### src/rtl/spx_pkg.sv
package spx_pkg;
  typedef enum logic [1:0] {
    SEG_NONE  = 2'b00,
    SEG_CODE  = 2'b01,
    SEG_HEAP  = 2'b10,
    SEG_STACK = 2'b11
  } seg_e;

  typedef enum logic [1:0] {
    ST_IDLE,
    ST_FETCH,
    ST_WAIT,
    ST_DONE
  } walk_st_e;
endpackage

### src/rtl/spx_seg_regs.sv
module spx_seg_regs #(
  parameter int PA_W = 20,
  parameter int PN_W = 2
) (
  input  logic            clk_i,
  input  logic            rst_ni,
  input  logic            we_i,
  input  logic [1:0]      sel_i,
  input  logic            bound_i,
  input  logic [PA_W-1:0] wdata_i,
  input  logic [1:0]      rd_sel_i,
  output logic [PA_W-1:0] base_o,
  output logic [PN_W-1:0] bound_o
);
  logic [PA_W-1:0] base_q  [4];
  logic [PN_W-1:0] bound_q [4];

  for (genvar g = 0; g < 4; g++) begin : g_pair
    if (g == 0) begin : g_none
      // code 00 has no pair
      assign base_q[g]  = '0;
      assign bound_q[g] = '0;
    end else begin : g_seg
      logic hit;
      assign hit = we_i && (sel_i == 2'(g));
      always_ff @(posedge clk_i or negedge rst_ni) begin
        if (!rst_ni) begin
          base_q[g]  <= '0;
          bound_q[g] <= '0;
        end else if (hit) begin
          if (bound_i) bound_q[g] <= wdata_i[PN_W-1:0];
          else         base_q[g]  <= wdata_i;
        end
      end
    end
  end

  assign base_o  = base_q[rd_sel_i];
  assign bound_o = bound_q[rd_sel_i];
endmodule

### src/rtl/spx_index_check.sv
module spx_index_check
  import spx_pkg::*;
#(
  parameter int VA_W   = 14,
  parameter int PAGE_W = 10,
  parameter int PA_W   = 20
) (
  input  logic [VA_W-1:0]        va_i,
  input  logic [PA_W-1:0]        base_i,
  input  logic [VA_W-PAGE_W-3:0] bound_i,
  output seg_e                   seg_o,
  output logic                   fault_o,
  output logic [PA_W-1:0]        pte_addr_o,
  output logic [PAGE_W-1:0]      off_o
);
  localparam int PN_W = VA_W - PAGE_W - 2;

  logic [PN_W-1:0] pn;

  assign seg_o = seg_e'(va_i[VA_W-1 -: 2]);
  assign pn    = va_i[PAGE_W +: PN_W];
  assign off_o = va_i[PAGE_W-1:0];

  assign fault_o    = (seg_o == SEG_NONE) || (pn > bound_i);
  // 4-byte entries
  assign pte_addr_o = base_i + (PA_W'(pn) << 2);
endmodule

### src/rtl/spx_walk_ctrl.sv
module spx_walk_ctrl
  import spx_pkg::*;
#(
  parameter int PA_W   = 20,
  parameter int PAGE_W = 10,
  parameter int PTE_W  = PA_W - PAGE_W + 1
) (
  input  logic              clk_i,
  input  logic              rst_ni,
  input  logic              req_valid_i,
  output logic              req_ready_o,
  input  logic              early_fault_i,
  input  logic [PA_W-1:0]   pte_addr_i,
  input  logic [PAGE_W-1:0] off_i,
  output logic              mem_req_valid_o,
  input  logic              mem_req_ready_i,
  output logic [PA_W-1:0]   mem_req_addr_o,
  input  logic              mem_rsp_valid_i,
  input  logic [PTE_W-1:0]  mem_rsp_data_i,
  output logic              resp_valid_o,
  output logic              resp_fault_o,
  output logic [PA_W-1:0]   resp_pa_o
);
  localparam int PFN_W = PA_W - PAGE_W;

  walk_st_e          st_q, st_d;
  logic [PA_W-1:0]   addr_q;
  logic [PAGE_W-1:0] off_q;
  logic [PFN_W-1:0]  pfn_q;
  logic              fault_q;

  always_comb begin
    st_d = st_q;
    unique case (st_q)
      ST_IDLE:  if (req_valid_i) st_d = early_fault_i ? ST_DONE : ST_FETCH;
      ST_FETCH: if (mem_req_ready_i) st_d = ST_WAIT;
      ST_WAIT:  if (mem_rsp_valid_i) st_d = ST_DONE;
      ST_DONE:  st_d = ST_IDLE;
      default:  st_d = ST_IDLE;
    endcase
  end

  always_ff @(posedge clk_i or negedge rst_ni) begin
    if (!rst_ni) begin
      st_q    <= ST_IDLE;
      addr_q  <= '0;
      off_q   <= '0;
      pfn_q   <= '0;
      fault_q <= 1'b0;
    end else begin
      st_q <= st_d;
      if (st_q == ST_IDLE && req_valid_i) begin
        addr_q  <= pte_addr_i;
        off_q   <= off_i;
        pfn_q   <= '0;
        fault_q <= early_fault_i;
      end
      if (st_q == ST_WAIT && mem_rsp_valid_i) begin
        fault_q <= ~mem_rsp_data_i[PTE_W-1];
        pfn_q   <= mem_rsp_data_i[PFN_W-1:0];
      end
    end
  end

  assign req_ready_o     = (st_q == ST_IDLE);
  assign mem_req_valid_o = (st_q == ST_FETCH);
  assign mem_req_addr_o  = addr_q;
  assign resp_valid_o    = (st_q == ST_DONE);
  assign resp_fault_o    = (st_q == ST_DONE) && fault_q;
  assign resp_pa_o       = (st_q == ST_DONE && !fault_q) ? {pfn_q, off_q} : '0;
endmodule

### src/rtl/seg_pt_xlate.sv
module seg_pt_xlate
  import spx_pkg::*;
#(
  parameter int VA_W   = 14,
  parameter int PAGE_W = 10,
  parameter int PA_W   = 20,
  parameter int PTE_W  = PA_W - PAGE_W + 1
) (
  input  logic              clk_i,
  input  logic              rst_ni,
  input  logic              reg_we_i,
  input  logic [1:0]        reg_sel_i,
  input  logic              reg_bound_i,
  input  logic [PA_W-1:0]   reg_wdata_i,
  input  logic              req_valid_i,
  output logic              req_ready_o,
  input  logic [VA_W-1:0]   req_va_i,
  output logic              mem_req_valid_o,
  input  logic              mem_req_ready_i,
  output logic [PA_W-1:0]   mem_req_addr_o,
  input  logic              mem_rsp_valid_i,
  input  logic [PTE_W-1:0]  mem_rsp_data_i,
  output logic              resp_valid_o,
  output logic              resp_fault_o,
  output logic [PA_W-1:0]   resp_pa_o
);
  localparam int PN_W = VA_W - PAGE_W - 2;

  seg_e              seg;
  logic [PA_W-1:0]   base;
  logic [PN_W-1:0]   bound;
  logic              early_fault;
  logic [PA_W-1:0]   pte_addr;
  logic [PAGE_W-1:0] off;

  spx_seg_regs #(.PA_W(PA_W), .PN_W(PN_W)) u_regs (
    .clk_i    (clk_i),
    .rst_ni   (rst_ni),
    .we_i     (reg_we_i),
    .sel_i    (reg_sel_i),
    .bound_i  (reg_bound_i),
    .wdata_i  (reg_wdata_i),
    .rd_sel_i (seg),
    .base_o   (base),
    .bound_o  (bound)
  );

  spx_index_check #(.VA_W(VA_W), .PAGE_W(PAGE_W), .PA_W(PA_W)) u_chk_idx (
    .va_i       (req_va_i),
    .base_i     (base),
    .bound_i    (bound),
    .seg_o      (seg),
    .fault_o    (early_fault),
    .pte_addr_o (pte_addr),
    .off_o      (off)
  );

  spx_walk_ctrl #(.PA_W(PA_W), .PAGE_W(PAGE_W), .PTE_W(PTE_W)) u_walk (
    .clk_i           (clk_i),
    .rst_ni          (rst_ni),
    .req_valid_i     (req_valid_i),
    .req_ready_o     (req_ready_o),
    .early_fault_i   (early_fault),
    .pte_addr_i      (pte_addr),
    .off_i           (off),
    .mem_req_valid_o (mem_req_valid_o),
    .mem_req_ready_i (mem_req_ready_i),
    .mem_req_addr_o  (mem_req_addr_o),
    .mem_rsp_valid_i (mem_rsp_valid_i),
    .mem_rsp_data_i  (mem_rsp_data_i),
    .resp_valid_o    (resp_valid_o),
    .resp_fault_o    (resp_fault_o),
    .resp_pa_o       (resp_pa_o)
  );
endmodule

### config.mk
export PLATFORM = sky130hd
export DESIGN_NAME = seg_pt_xlate
export DESIGN_NICKNAME = d
export VERILOG_FILES = /design/src/rtl/spx_pkg.sv /design/src/rtl/spx_seg_regs.sv /design/src/rtl/spx_index_check.sv /design/src/rtl/spx_walk_ctrl.sv /design/src/rtl/seg_pt_xlate.sv
export SDC_FILE = /design/constraint.sdc
export NUM_CORES = 1
export LEC_CHECK = 0
export ABC_AREA = 1
export BUFFER_PORTS_ARGS = -buffer_cell sky130_fd_sc_hd__buf_2
export CELL_PAD_IN_SITES_DETAIL_PLACEMENT = 1
export CELL_PAD_IN_SITES_GLOBAL_PLACEMENT = 1
export CORE_AREA = 2 2 128 130
export CTS_BUF_LIST = sky130_fd_sc_hd__clkbuf_4 sky130_fd_sc_hd__clkbuf_8 sky130_fd_sc_hd__clkbuf_16
export DETAILED_ROUTE_END_ITERATION = 16
export DIE_AREA = 0 0 130 132
export PLACE_DENSITY_LB_ADDON = 0.1
export SETUP_SLACK_MARGIN = 0.3
export SLEW_MARGIN = 10
export SYNTH_ARGS = -nofsm -noshare
export SYNTH_HDL_FRONTEND = slang
export SYNTH_SLANG_ARGS = --single-unit
### constraint.sdc
create_clock -name clk_i -period 3.5 [get_ports clk_i]
set_clock_uncertainty 0.1 [all_clocks]
set_input_delay 0.35 -clock clk_i [delete_from_list [all_inputs] [get_ports clk_i]]
set_output_delay 0.35 -clock clk_i [all_outputs]
set_load 0.05 [all_outputs]
=== After elaboration in Yosys (flattened, before gate mapping) ===
Cells that the tools add are included.

* Bits in registers: 109
* Logic and storage cells: 61
* Output and inout bits: 44
* Bits of input ports: 54

* Equality and inequality tests: 9
* Bitwise gates (word level): 3
* Multiplexer cells: 16
* $add $sub $neg: 1
* $lt $le $gt $ge: 2
* Reductions and logical operators: 19

{| class="wikitable"
|+ Operators with widths
! operator !! number
|-
| $mux 20 || 3
|-
| $bmux 20 s2 || 1
|-
| $add 20x4->20 || 1
|-
| $mux 10 || 2
|-
| $mux 2 || 6
|-
| $reduce_and 2->1 || 6
|-
| $eq 2x2->1 const B || 4
|-
| $pmux 2 s4 || 1
|-
| $logic_and 1x1->1 || 7
|-
| $bmux 2 s2 || 1
|-
| $eq 2x1->1 const B || 2
|-
| $logic_not 2->1 || 2
|-
| $ne 2x2->1 const B || 2
|-
| $ge 3x3->1 const B || 1
|-
| $not 2->3 || 1
|-
| $reduce_and 3->1 || 1
|-
| $gt 2x2->1 || 1
|-
| $mux 1 || 2
|-
| $ne 2x1->1 const B || 1
|-
| $not 1->1 || 2
|-
| $reduce_bool 2->1 || 1
|-
| $logic_not 1->1 || 1
|-
| $logic_or 1x1->1 || 1
|}

=== Longest topological paths before layout ===
* Depth in word-level cells: 9
* Gate-level depth with buffers: 16
* Depth with buffers taken out: 14

=== Hierarchy ===
From an unflattened synthesis, not the netlist that was laid out.

* Cell total of the unflattened synthesis: 789
* Area, all modules: 5889.4 µm²

{| class="wikitable"
|+ By module, submodules not included
! module !! area an instance (µm²) !! cells an instance !! seq. area each (µm²) !! instances
|-
| spx_seg_regs || 3393.3 || 464 || 1651.6 || 1
|-
| spx_walk_ctrl || 1921.8 || 229 || 1076.0 || 1
|-
| spx_index_check || 574.3 || 96 || 0.0 || 1
|}

=== Least setup slack after synthesis ===
OpenSTA, ideal clock, no wires.

* Path type: flip-flop to output port
* Start point: register u_walk.st_q[0]
* End point: output resp_pa_o[0]
* Stages on the path, launching flop included: 5
* Arrival time: 1845 ps
* Path slack: 1205 ps
* Data required time: 3050 ps
* Buffers on the path: 1
* Path through: dfrtp_1 ha_1 nand2_1 clkbuf_1 nor2_1

* Cells in the longest elaborated chain, start to end: 3

{| class="wikitable"
|+ Ends and longest elaborated chain
! item !! RTL line !! RTL
|-
| start, declared || spx_walk_ctrl.sv:26 || <nowiki>walk_st_e st_q, st_d;</nowiki>
|-
| start signal, assigned || spx_walk_ctrl.sv:51 || <nowiki>st_q <= st_d;</nowiki>
|-
| $eq 2x2->1 || - ||
|-
| net resp_valid_o || seg_pt_xlate.sv:23 || <nowiki>output logic resp_valid_o,</nowiki>
|-
| $logic_and 1x1->1 || spx_walk_ctrl.sv:70 || <nowiki>assign resp_pa_o = (st_q == ST_DONE && !fault_q) ? {pfn_q, off_q} : '0;</nowiki>
|-
| $mux 20 || spx_walk_ctrl.sv:70 ||
|-
| end, declared || seg_pt_xlate.sv:25 || <nowiki>output logic [PA_W-1:0] resp_pa_o</nowiki>
|}

The timed path passes the listed nets, and every way through them passes these cells.

=== Worst setup path in the final report ===
* Start point: register u_walk.st_q[1]
* End point: output resp_pa_o[13]

* Cells in the longest elaborated chain, start to end: 3

{| class="wikitable"
|+ Ends and longest elaborated chain
! item !! RTL line
|-
| $eq 2x2->1 || spx_walk_ctrl.sv:70
|-
| $logic_and 1x1->1 || spx_walk_ctrl.sv:70
|-
| $mux 20 || spx_walk_ctrl.sv:70
|}

Every way passes these cells.

==> flow_summary.json <==
{
  "synthArstFlopShare": 1.000,
  "hold_slack_ns": 0.04315,
  "grt_busiest_layer": "met2",
  "holdCritPathClass": "in2async",
  "synth_area_mm2": 0.005450,
  "synth_area_leader_cell": "sky130_fd_sc_hd__dfrtp_1",
  "fp.coreArea_mm2": 0.01571,
  "critical_path_required_ns": 3.05,
  "grt_util_met2": 0.3040,
  "nets_finish": 831,
  "die_x_um": 130,
  "drc": 0,
  "critical_path.startpoint_type": "register",
  "cts_inserted_buffers": 9,
  "setup.reg_to_reg.worst_slack_ns": 1.22,
  "groute.layer.met3.usage": 0.02922,
  "drt_iter0_markers": 220,
  "antenna_found_initial": 0,
  "finalWeightedCongestion": 0.7778,
  "finalSetupViolations": 0,
  "p_per_area_mw_per_mm2": 734.8,
  "critical_path.n_buffers_inverters": 1,
  "cts.htree.levels": 3,
  "post_cts.repair.setup_buffers": 0,
  "gr_usage_total": 0.1780,
  "io_pins": 98,
  "worstSkewPairLatency_ns": 0.35,
  "n_fill_cell": 1987,
  "intPower_w": 0.002832,
  "clock_power_share": 0.259,
  "grt_max_degree": 70,
  "rows": 46,
  "dp_hpwl_um": 10200,
  "worstReg2RegStart": "u_walk.st_q[0]$_DFFE_PN0P_",
  "post_synth_cell_types": 35,
  "yosysWarnings": 0,
  "synth.top_cell.area_share": 0.5005,
  "netSwitchingPower_w": 0.001913,
  "irDropWorstVdd_v": 0.0002510,
  "final_cycle_utilization_of_the_critical_path": 0.6674,
  "critical_path.cell_chain": "ha_1 > nand2_1 > nor2_1 > buf_2",
  "p_leak_nw": 3.378,
  "port_buffers": 97,
  "r2r.worst_path.cells": 6,
  "achievable-frequency_mhz": 428.1,
  "maxCapViolCount": 0,
  "crit_path_max_cell_delay_ns": 0.41,
  "areaGrowthSynthToFinish_pct": 18.48,
  "slew_viol_final": 0,
  "timing.slew.headroom": 0.3636,
  "synth_cells": 686,
  "synthesis.nets": 749,
  "antennaDiodeCount": 0,
  "synth.ff_latch_count": 109,
  "worst-slew-pin-transition_ns": 0.9536,
  "synth_enable_flop_cells": 0,
  "finalWorstPathRequiredPeriod_ns": 2.336,
  "synth.top_cells.by_count": "sky130_fd_sc_hd__nand2_1, sky130_fd_sc_hd__dfrtp_1, sky130_fd_sc_hd__o21ai_0, sky130_fd_sc_hd__inv_1, sky130_fd_sc_hd__nor2_1",
  "clkTransAtPathRegs_ns": 0.07,
  "status": "finished clean",
  "crit_path_top_delay_cell": "sky130_fd_sc_hd__nand2_1",
  "worstReg2RegEnd": "u_walk.off_q[6]$_DFFE_PN0P_",
  "category_of_the_most_critical_setup_path": "reg2out",
  "synth.avg_cell_area_um2": 7.945,
  "die-area_mm2": 0.01716,
  "pre_cts_slack_ns": 0.7955,
  "cp.arrival_ns": 1.89,
  "p_sw_frac": 0.4032,
  "cts.root.buffer_cell": "sky130_fd_sc_hd__clkbuf_16",
  "post_cts_hold_buffer_count": 0,
  "final_layout_size_suffix_gt1_frac": 0.2070,
  "cp.depth": 4,
  "clockBufferDepth": 2,
  "route.vias.total": 4532,
  "grt_setup_unrepaired": "no",
  "largest_fanout_of_any_net_on_the_critical_path": 20,
  "grt_pass1_wl_um": 24110,
  "design_power_total_w": 0.004745,
  "final.setup.tns_ns": 0,
  "critPathTopFamily": "simple AND/OR/NAND/NOR gates",
  "end_kind": "output port",
  "cts_tree": "built",
  "yosys.cell_count.top_type": "sky130_fd_sc_hd__nand2_1",
  "power.combinational.fraction": 0.359,
  "worst_slack_ns": 1.164,
  "synth_area_leaders": "sky130_fd_sc_hd__dfrtp_1, sky130_fd_sc_hd__nand2_1, sky130_fd_sc_hd__o21ai_0",
  "clock-sinks": 109,
  "post_cts_resized": 0,
  "dominantRegCellSynth": "sky130_fd_sc_hd__dfrtp_1",
  "grt_overflow_total": 0,
  "final_antenna_net_count": 0,
  "pwr-share-seq": 0.382,
  "start_util": 0.3469,
  "first_global_vias": 4801,
  "global_route.usage.met1": 0.2315,
  "die_height_um": 132,
  "routedWlPerCell_um": 14.60,
  "detailedRoute.firstPassIterationCount": 4,
  "drt-vias-per-instance": 4.582,
  "ys_seq_area_frac": 0.5005,
  "detail_route.wirelength_um": 14440,
  "report.final.hold_viol_count": 0
}
worst register-to-register path: stages, from the launching register on:
cell	delay [ns]
sky130_fd_sc_hd__dfrtp_1	0.41
sky130_fd_sc_hd__inv_1	0.11
sky130_fd_sc_hd__ha_1	0.24
sky130_fd_sc_hd__nand2_1	0.07
sky130_fd_sc_hd__buf_4	0.23
sky130_fd_sc_hd__inv_1	0.73
sky130_fd_sc_hd__o21ai_0	0.23
cell usage in the layout, fill, tap and decap left out, types with 8 or more instances in the layout:
cell and count:
sky130_fd_sc_hd__clkbuf_16 9, sky130_fd_sc_hd__ha_1 8, sky130_fd_sc_hd__nor2_1 44, sky130_fd_sc_hd__o21ai_0 103
sky130_fd_sc_hd__inv_1 90, sky130_fd_sc_hd__nand3_1 31, sky130_fd_sc_hd__nand2_2 24, sky130_fd_sc_hd__dfrtp_1 109
sky130_fd_sc_hd__nand2_1 191, sky130_fd_sc_hd__a21oi_1 8, sky130_fd_sc_hd__buf_2 96
cells by family after synthesis:
logic type / share of synthesized area
fa+ha+maj: 0.02204
simple gates: 0.2507
buf+inv: 0.09733
compound gates: 0.1182
xor+xnor: 0.01125
flops: 0.5005
sequential cells by signal, summed over array words and instances (netlist names):
name	flops
u_regs.base_q	60
u_walk.mem_req_addr_o	20
u_walk.off_q	10
u_walk.pfn_q	10
u_regs.bound_q	6
u_walk.st_q	2
u_walk.fault_q	1
layer usage:
metal	wire length (um)	part of all wire
met5	0	0
met4	210	0.015
met3	452	0.031
met2	6932	0.48
met1	6847	0.47
area by class of cell:
class                      count  area, um^2  share of cell area
sequential                   109        2728              0.4224
clock inverter                 3       90.09             0.01395
timing repair buffer         103       545.5             0.08448
multi-input combinational    451        2192              0.3395
inverter                      94       357.8             0.05542
clock buffer                  13       274.0             0.04243
tap                          216       270.3             0.04185
power groups by stage:
| stage | registers (W) | logic, W | clock network (W) |
|---|---|---|---|
| finish | 0.00181 | 0.00170 | 0.00123 |
| global route | 0.00186 | 0.00190 | 0.00132 |
| CTS | 0.00182 | 0.00174 | 0.00127 |
| detailed placement | 0.00184 | 0.00173 | 0 |
| global placement | 0.00182 | 0.00168 | 0 |
| floorplan | 0.00215 | 0.000937 | 0 |
worst max-delay path by stage:
stage / start / endpoint / slack, ns
floorplan: u_walk.st_q[0]$_DFFE_PN0P_ / resp_pa_o[0] / 1.21
global placement: req_va_i[13] / u_walk.mem_req_addr_o[18]$_DFFE_PN0P_ / 0.89
detailed placement: req_va_i[13] / u_walk.mem_req_addr_o[14]$_DFFE_PN0P_ / 0.80
CTS: u_walk.st_q[0]$_DFFE_PN0P_ / resp_pa_o[16] / 1.12
global route: u_walk.st_q[0]$_DFFE_PN0P_ / u_walk.off_q[0]$_DFFE_PN0P_ / 0.95
finish: u_walk.st_q[1]$_DFFE_PN0P_ / resp_pa_o[13] / 1.16
per-stage QoR:
stage / utilization / cell area [um^2] / std cells
after detailed placement: 0.3878 / 6093 / 973
after CTS: 0.4110 / 6457 / 989
after global routing: 0.4110 / 6457 / 989
after global placement: 0.3878 / 6093 / 973
final: 0.4110 / 6457 / 989
after floorplan: - / 5450 / 686
(Power assumes the default switching activity.)
